--- src/rtl/raster_timer.sv ---
module raster_timer #(
  parameter int DW      = 14,
  parameter int AW      = 3,
  parameter int D_HACT  = 640,
  parameter int D_HLAST = 799,
  parameter int D_HSB   = 656,
  parameter int D_HSE   = 752,
  parameter int D_VACT  = 480,
  parameter int D_VLAST = 524,
  parameter int D_VSB   = 490,
  parameter int D_VSE   = 492
) (
  input  logic          clk,
  input  logic          rst,
  input  logic          en,
  input  logic          cfg_we,
  input  logic [AW-1:0] cfg_addr,
  input  logic [DW-1:0] cfg_data,
  input  logic          hs_pos,
  input  logic          vs_pos,
  input  logic          ext_vs,
  input  logic [DW-1:0] lock_h,
  input  logic [DW-1:0] lock_v,
  output logic [DW-1:0] px_x,
  output logic [DW-1:0] px_y,
  output logic          de,
  output logic          hsync,
  output logic          vsync
);
  localparam int NREG = 1 << AW;
  localparam int R_HACT = 0, R_HLAST = 1, R_HSB = 2, R_HSE = 3;
  localparam int R_VACT = 4, R_VLAST = 5, R_VSB = 6, R_VSE = 7;

  logic [NREG-1:0][DW-1:0] dflt, live_q, stage_q, live_n;
  logic [DW-1:0] hc, vc, hc_n, vc_n;
  logic ext_q, lock_ev, wrap, hs_a, vs_a, hs_n, vs_n, de_q, hs_q, vs_q;

  always_comb begin
    dflt          = '0;
    dflt[R_HACT]  = DW'(D_HACT);
    dflt[R_HLAST] = DW'(D_HLAST);
    dflt[R_HSB]   = DW'(D_HSB);
    dflt[R_HSE]   = DW'(D_HSE);
    dflt[R_VACT]  = DW'(D_VACT);
    dflt[R_VLAST] = DW'(D_VLAST);
    dflt[R_VSB]   = DW'(D_VSB);
    dflt[R_VSE]   = DW'(D_VSE);
  end

  assign lock_ev = en & ext_vs & ~ext_q;
  assign wrap    = en & ~lock_ev & (hc == live_q[R_HLAST]) & (vc == live_q[R_VLAST]);
  assign live_n  = wrap ? stage_q : live_q;

  always_comb begin
    hc_n = hc;
    vc_n = vc;
    if (en) begin
      if (lock_ev) begin
        hc_n = lock_h;
        vc_n = lock_v;
      end else if (hc == live_q[R_HLAST]) begin
        hc_n = '0;
        vc_n = (vc == live_q[R_VLAST]) ? '0 : vc + 1'b1;
      end else begin
        hc_n = hc + 1'b1;
      end
    end
  end

  always_comb begin
    hs_n = hs_a;
    if (en) begin
      if (hc_n == live_n[R_HSB])      hs_n = 1'b1;
      else if (hc_n == live_n[R_HSE]) hs_n = 1'b0;
    end
    vs_n = vs_a;
    if (hs_n & ~hs_a) begin
      if (vc_n == live_n[R_VSB])      vs_n = 1'b1;
      else if (vc_n == live_n[R_VSE]) vs_n = 1'b0;
    end
  end

  always_ff @(posedge clk) begin
    if (rst) begin
      hc      <= '0;
      vc      <= '0;
      ext_q   <= 1'b0;
      hs_a    <= 1'b0;
      vs_a    <= 1'b0;
      de_q    <= 1'b0;
      hs_q    <= ~hs_pos;
      vs_q    <= ~vs_pos;
      live_q  <= dflt;
      stage_q <= dflt;
    end else begin
      ext_q  <= ext_vs;
      hc     <= hc_n;
      vc     <= vc_n;
      live_q <= live_n;
      hs_a   <= hs_n;
      vs_a   <= vs_n;
      if (en) de_q <= (hc_n < live_n[R_HACT]) && (vc_n < live_n[R_VACT]);
      hs_q   <= hs_n ^ ~hs_pos;
      vs_q   <= vs_n ^ ~vs_pos;
      if (cfg_we) stage_q[cfg_addr] <= cfg_data;
    end
  end

  assign px_x  = hc;
  assign px_y  = vc;
  assign de    = de_q;
  assign hsync = hs_q;
  assign vsync = vs_q;

  a_r1_line_wrap: assert property (@(posedge clk) disable iff (rst)
    en && !lock_ev && hc == live_q[R_HLAST] |=> hc == '0);

  a_r3_hs_rise_at_start: assert property (@(posedge clk) disable iff (rst)
    hs_a && !$past(hs_a) |-> hc == live_q[R_HSB]);

  a_r4_vs_on_hs_lead: assert property (@(posedge clk) disable iff (rst)
    vs_a != $past(vs_a) |-> hs_a && !$past(hs_a));

  a_r6_hold: assert property (@(posedge clk) disable iff (rst)
    !en |=> $stable(hc) && $stable(vc) && $stable(de_q) && $stable(hs_a) && $stable(vs_a));

  a_r8_commit_at_origin: assert property (@(posedge clk) disable iff (rst)
    live_q != $past(live_q) |-> hc == '0 && vc == '0);

  a_r9_lock_load: assert property (@(posedge clk) disable iff (rst)
    lock_ev |=> hc == $past(lock_h) && vc == $past(lock_v));
endmodule

--- config.mk ---
export PLATFORM = sky130hd
export DESIGN_NAME = raster_timer
export DESIGN_NICKNAME = d
export VERILOG_FILES = /design/src/rtl/raster_timer.sv
export SDC_FILE = /design/constraint.sdc
export NUM_CORES = 1
export LEC_CHECK = 0
export CAP_MARGIN = 30
export CORE_UTILIZATION = 30
export DETAILED_ROUTE_END_ITERATION = 12
export DONT_BUFFER_PORTS = 1
export PLACE_DENSITY = 0.45
export SYNTH_ARGS = -nofsm -noshare
export SYNTH_HDL_FRONTEND = slang
export SYNTH_SLANG_ARGS = --single-unit
--- constraint.sdc ---
create_clock -name clk -period 6.5 [get_ports clk]
set_clock_uncertainty 0.05 [all_clocks]
set_input_delay 1.3 -clock clk [delete_from_list [all_inputs] [get_ports clk]]
set_output_delay 1.3 -clock clk [all_outputs]
set_load 0.05 [all_outputs]
==> run summary <==
Bufs and invs on worst path - 1
Max Clk Rate - 201 MHz
Reg-to-Reg Start - px_y[7]
Clk pwr share - 0.476
Synth area leader - dfxtp_1
Hold path depth - 2
Final Max Slew Viols - 0
Switch share - 0.244
Crit path max-delay cell type - dfxtp_1
Core area - 38600 um2
Yosys warnings - 0
Critical Path Start Type - flop
Worst EP arrival - 5.39 ns
Mapped cell area - 11800 um2
Headroom to the max-slew limit - 0.300
GR peak layer - met2
Initial core utilization - 0.304
Cells after synthesis - 1386
Most common library cell in the layout ignoring fill and taps - nand2_1
Port buffer count - 0
CP endpoint kind - flop
Largest net degree at the start of global routing - 258
Grt ovf - 0
Detailed placement HPWL - 26500 um
Gate power share - 0.076
R2R Path End - de
Die area - 40000 um2
Site row count - 72
Hold path start - stage_q[98]
First-pass GRT wire length - 58600 um
Total Routed Length - 39300 um
Clk buf depth - 3
Nets - 1448
CP peak stage delay - 0.80 ns
Initial antenna violation count - 0
ANT nets after route - 0
Final hold vios - 0
Tmin final - 4.98 ns
WHS - 0.402 ns
EDFF count, synth - 0
CP required - 6.91 ns
Crit-path max FO - 52
Area growth, synth to finish - 13.8%
Internal Power - 0.00280 W
Layout cells sized above 1 - 0.0778
R2R setup slack - 1.52 ns
Finish-stage setup viols - 0
H-tree depth - 1
Vias/cell - 4.96
Kind of cell adding the most delay to the critical path - simple AND/OR/NAND/NOR gates
Largest cells by area after synthesis - dfxtp_1 (44%), nand2_1 (10%), mux2i_1 (7.2%)
CTS Sinks - 258
Setup CP Type - reg2reg
Max Cap Viol - 0
Flops & latches, synth - 258
Post CTS Setup Buffer Count - 0
Die height - 200 um
Area share of the largest cell type after synthesis - 0.439
Most used cell, CP - nor2_1
Clk slew on worst S/H paths - 0.06 ns
Outcome - finished clean
Worst-Skew Late Latency - 0.56 ns
VDD IR max - 0.183 mV
Power Total - 0.00370 W
Total CTS buffers - 30
DRT Pass-1 Iters - 5
NetSw - 0.000903 W
Grt met1 use - 0.284
Post-CTS resize count - 0
Cell chain of the critical path - xor2_1, nor4_1, and4_1, nand2_4, buf_4, mux2i_1, ha_1, nand4_1, nor2_1, a2111oi_0, o2111ai_1, nor2_1, a21oi_1, a211oi_1
Hold Buf Count CTS - 0
Grt met3 use - 0.0348
Ys flop type - dfxtp_1
Part of the Yosys area used for sequential elements - 0.439
Asr flop ratio synth - 0
RSZ-0062 raised after global routing - no
CTS tree - done
HP Class - reg2reg
Period utilisation layout - 0.766
Met2 usage - 0.301
Io pins - 83
LEAKAGE - 5.60 nW
Vias - 9461
Root buffer cell - clkbuf_16
Most frequent cells in the layout - nand2_1 (313), dfxtp_1 (258), a21oi_1 (111)
Number of remaining DRC errors - 0
R2R depth - 14
Setup TNS - 0 ns
Hold EP - stage_q[98]
Power Density - 277 nW/um2
Number of distinct library cells after synthesis - 66
GP Congestion - 0.855
1st-iter DRT viols - 696
Non-filler instance count after layout - 1906
Vias in the first global route - 9102
Mapped Nets - 1466
DR WL/cell - 20.6 um
Pin slew with the least headroom to its limit - 1.05 ns
Seq pwr share - 0.448
Ant. Diodes - 0
Die width - 200 um
Inst Count DP - 1854
GR Util All Layers - 0.197
Mean cell area of the mapped netlist - 8.48 um2
==> cells in the mapped netlist, types with 4 or more instances <==
cell type	number
nor3_1	19
nand3_1	16
clkbuf_1	63
xor2_1	36
a31oi_1	5
nor4_1	13
a221oi_1	4
nor2b_1	20
a22oi_1	6
nand2b_1	33
nor2_1	99
buf_2	11
and4_1	4
o31ai_1	5
a21oi_1	111
and3_1	9
a21o_1	6
nand3b_1	45
mux2i_1	84
ha_1	28
xnor2_1	52
o21ai_1	4
nand4_1	19
inv_1	23
dfxtp_1	258
o21ai_0	19
nand2_1	314
o211ai_1	4
clkbuf_2	13
==> area by class of cell <==
cell class                      count  area, um2
Clock buffer                       43        871
Clock inverter                      9        151
Fill cell                        4030      25300
Inverter                           24       90.1
Multi-Input combinational cell   1011       6120
Sequential cell                   258       5160
Tap cell                          518        648
Timing Repair Buffer               43        327
==> state kept, by name (all words and copies together), names as in the netlist <==
name and cells:
live_q 112, stage_q 112, px_x 14, px_y 14, de 1, ext_q 1, hs_a 1, hsync 1
vs_a 1, vsync 1
==> cells by family (layout without fill, tap and decap cells) <==
kind of cell	count (synthesis)	in the layout	synth area share
DFF	258	258	0.439
muxes	85	85	0.0725
AOI/OAI and AO/OA	202	202	0.107
and+or+nand+nor	608	608	0.244
xor gates and xnor gates	88	88	0.0656
buffers and inverters	117	119	0.0415
adders and majority gates	28	28	0.0298
==> power by group through the flow <==
stage / Sequential, W / Combinational, W / Clock [W]
2_1_floorplan: 0.00170 / 0.000199 / 0
3_5_place_dp: 0.00169 / 0.000280 / 0
4_1_cts: 0.00166 / 0.000281 / 0.00179
3_3_place_gp: 0.00169 / 0.000277 / 0
5_1_grt: 0.00166 / 0.000308 / 0.00186
6_report: 0.00166 / 0.000281 / 0.00176
==> worst reg2reg max path: cells and delay by family, from the launching register on <==
kind            cells  cell delay, ns
flops               1            0.80
xor+xnor            1            0.14
mux                 1            0.26
compound gates      4            0.86
fa+ha+maj           1            0.28
buf+inv             1            0.54
simple gates        6            1.96
==> how the worst max path moves through the flow <==
| stage | start | end | slack [ns] | cells after the start |
|---|---|---|---|---|
| floorplan | ext_vs | de | 1.86 | 17 |
| global placement | ext_vs | vsync | 1.40 | 11 |
| detailed placement | ext_vs | vsync | 1.29 | 12 |
| CTS | px_y[7] | vsync | 1.54 | 12 |
| global route | px_y[7] | vsync | 1.10 | 12 |
| finish | px_y[7] | de | 1.52 | 14 |
==> through the flow <==
stage / utilization / instance area, um2 / setup WS, ns
global route: 0.346 / 13400 / 1.10
finish: 0.346 / 13400 / 1.52
CTS: 0.346 / 13400 / 1.54
detailed placement: 0.320 / 12300 / 1.29
global placement: 0.318 / 12300 / 1.40
floorplan: - / 11800 / 1.86
==> metal layers <==
metal  vias to the layer above  wire [um]
met5                         -          0
met4                         0        877
met3                        43       1960
met2                       193      17000
met1                      4587      19500
li1                       4638          -
Power figures use the tool's default switching activity.
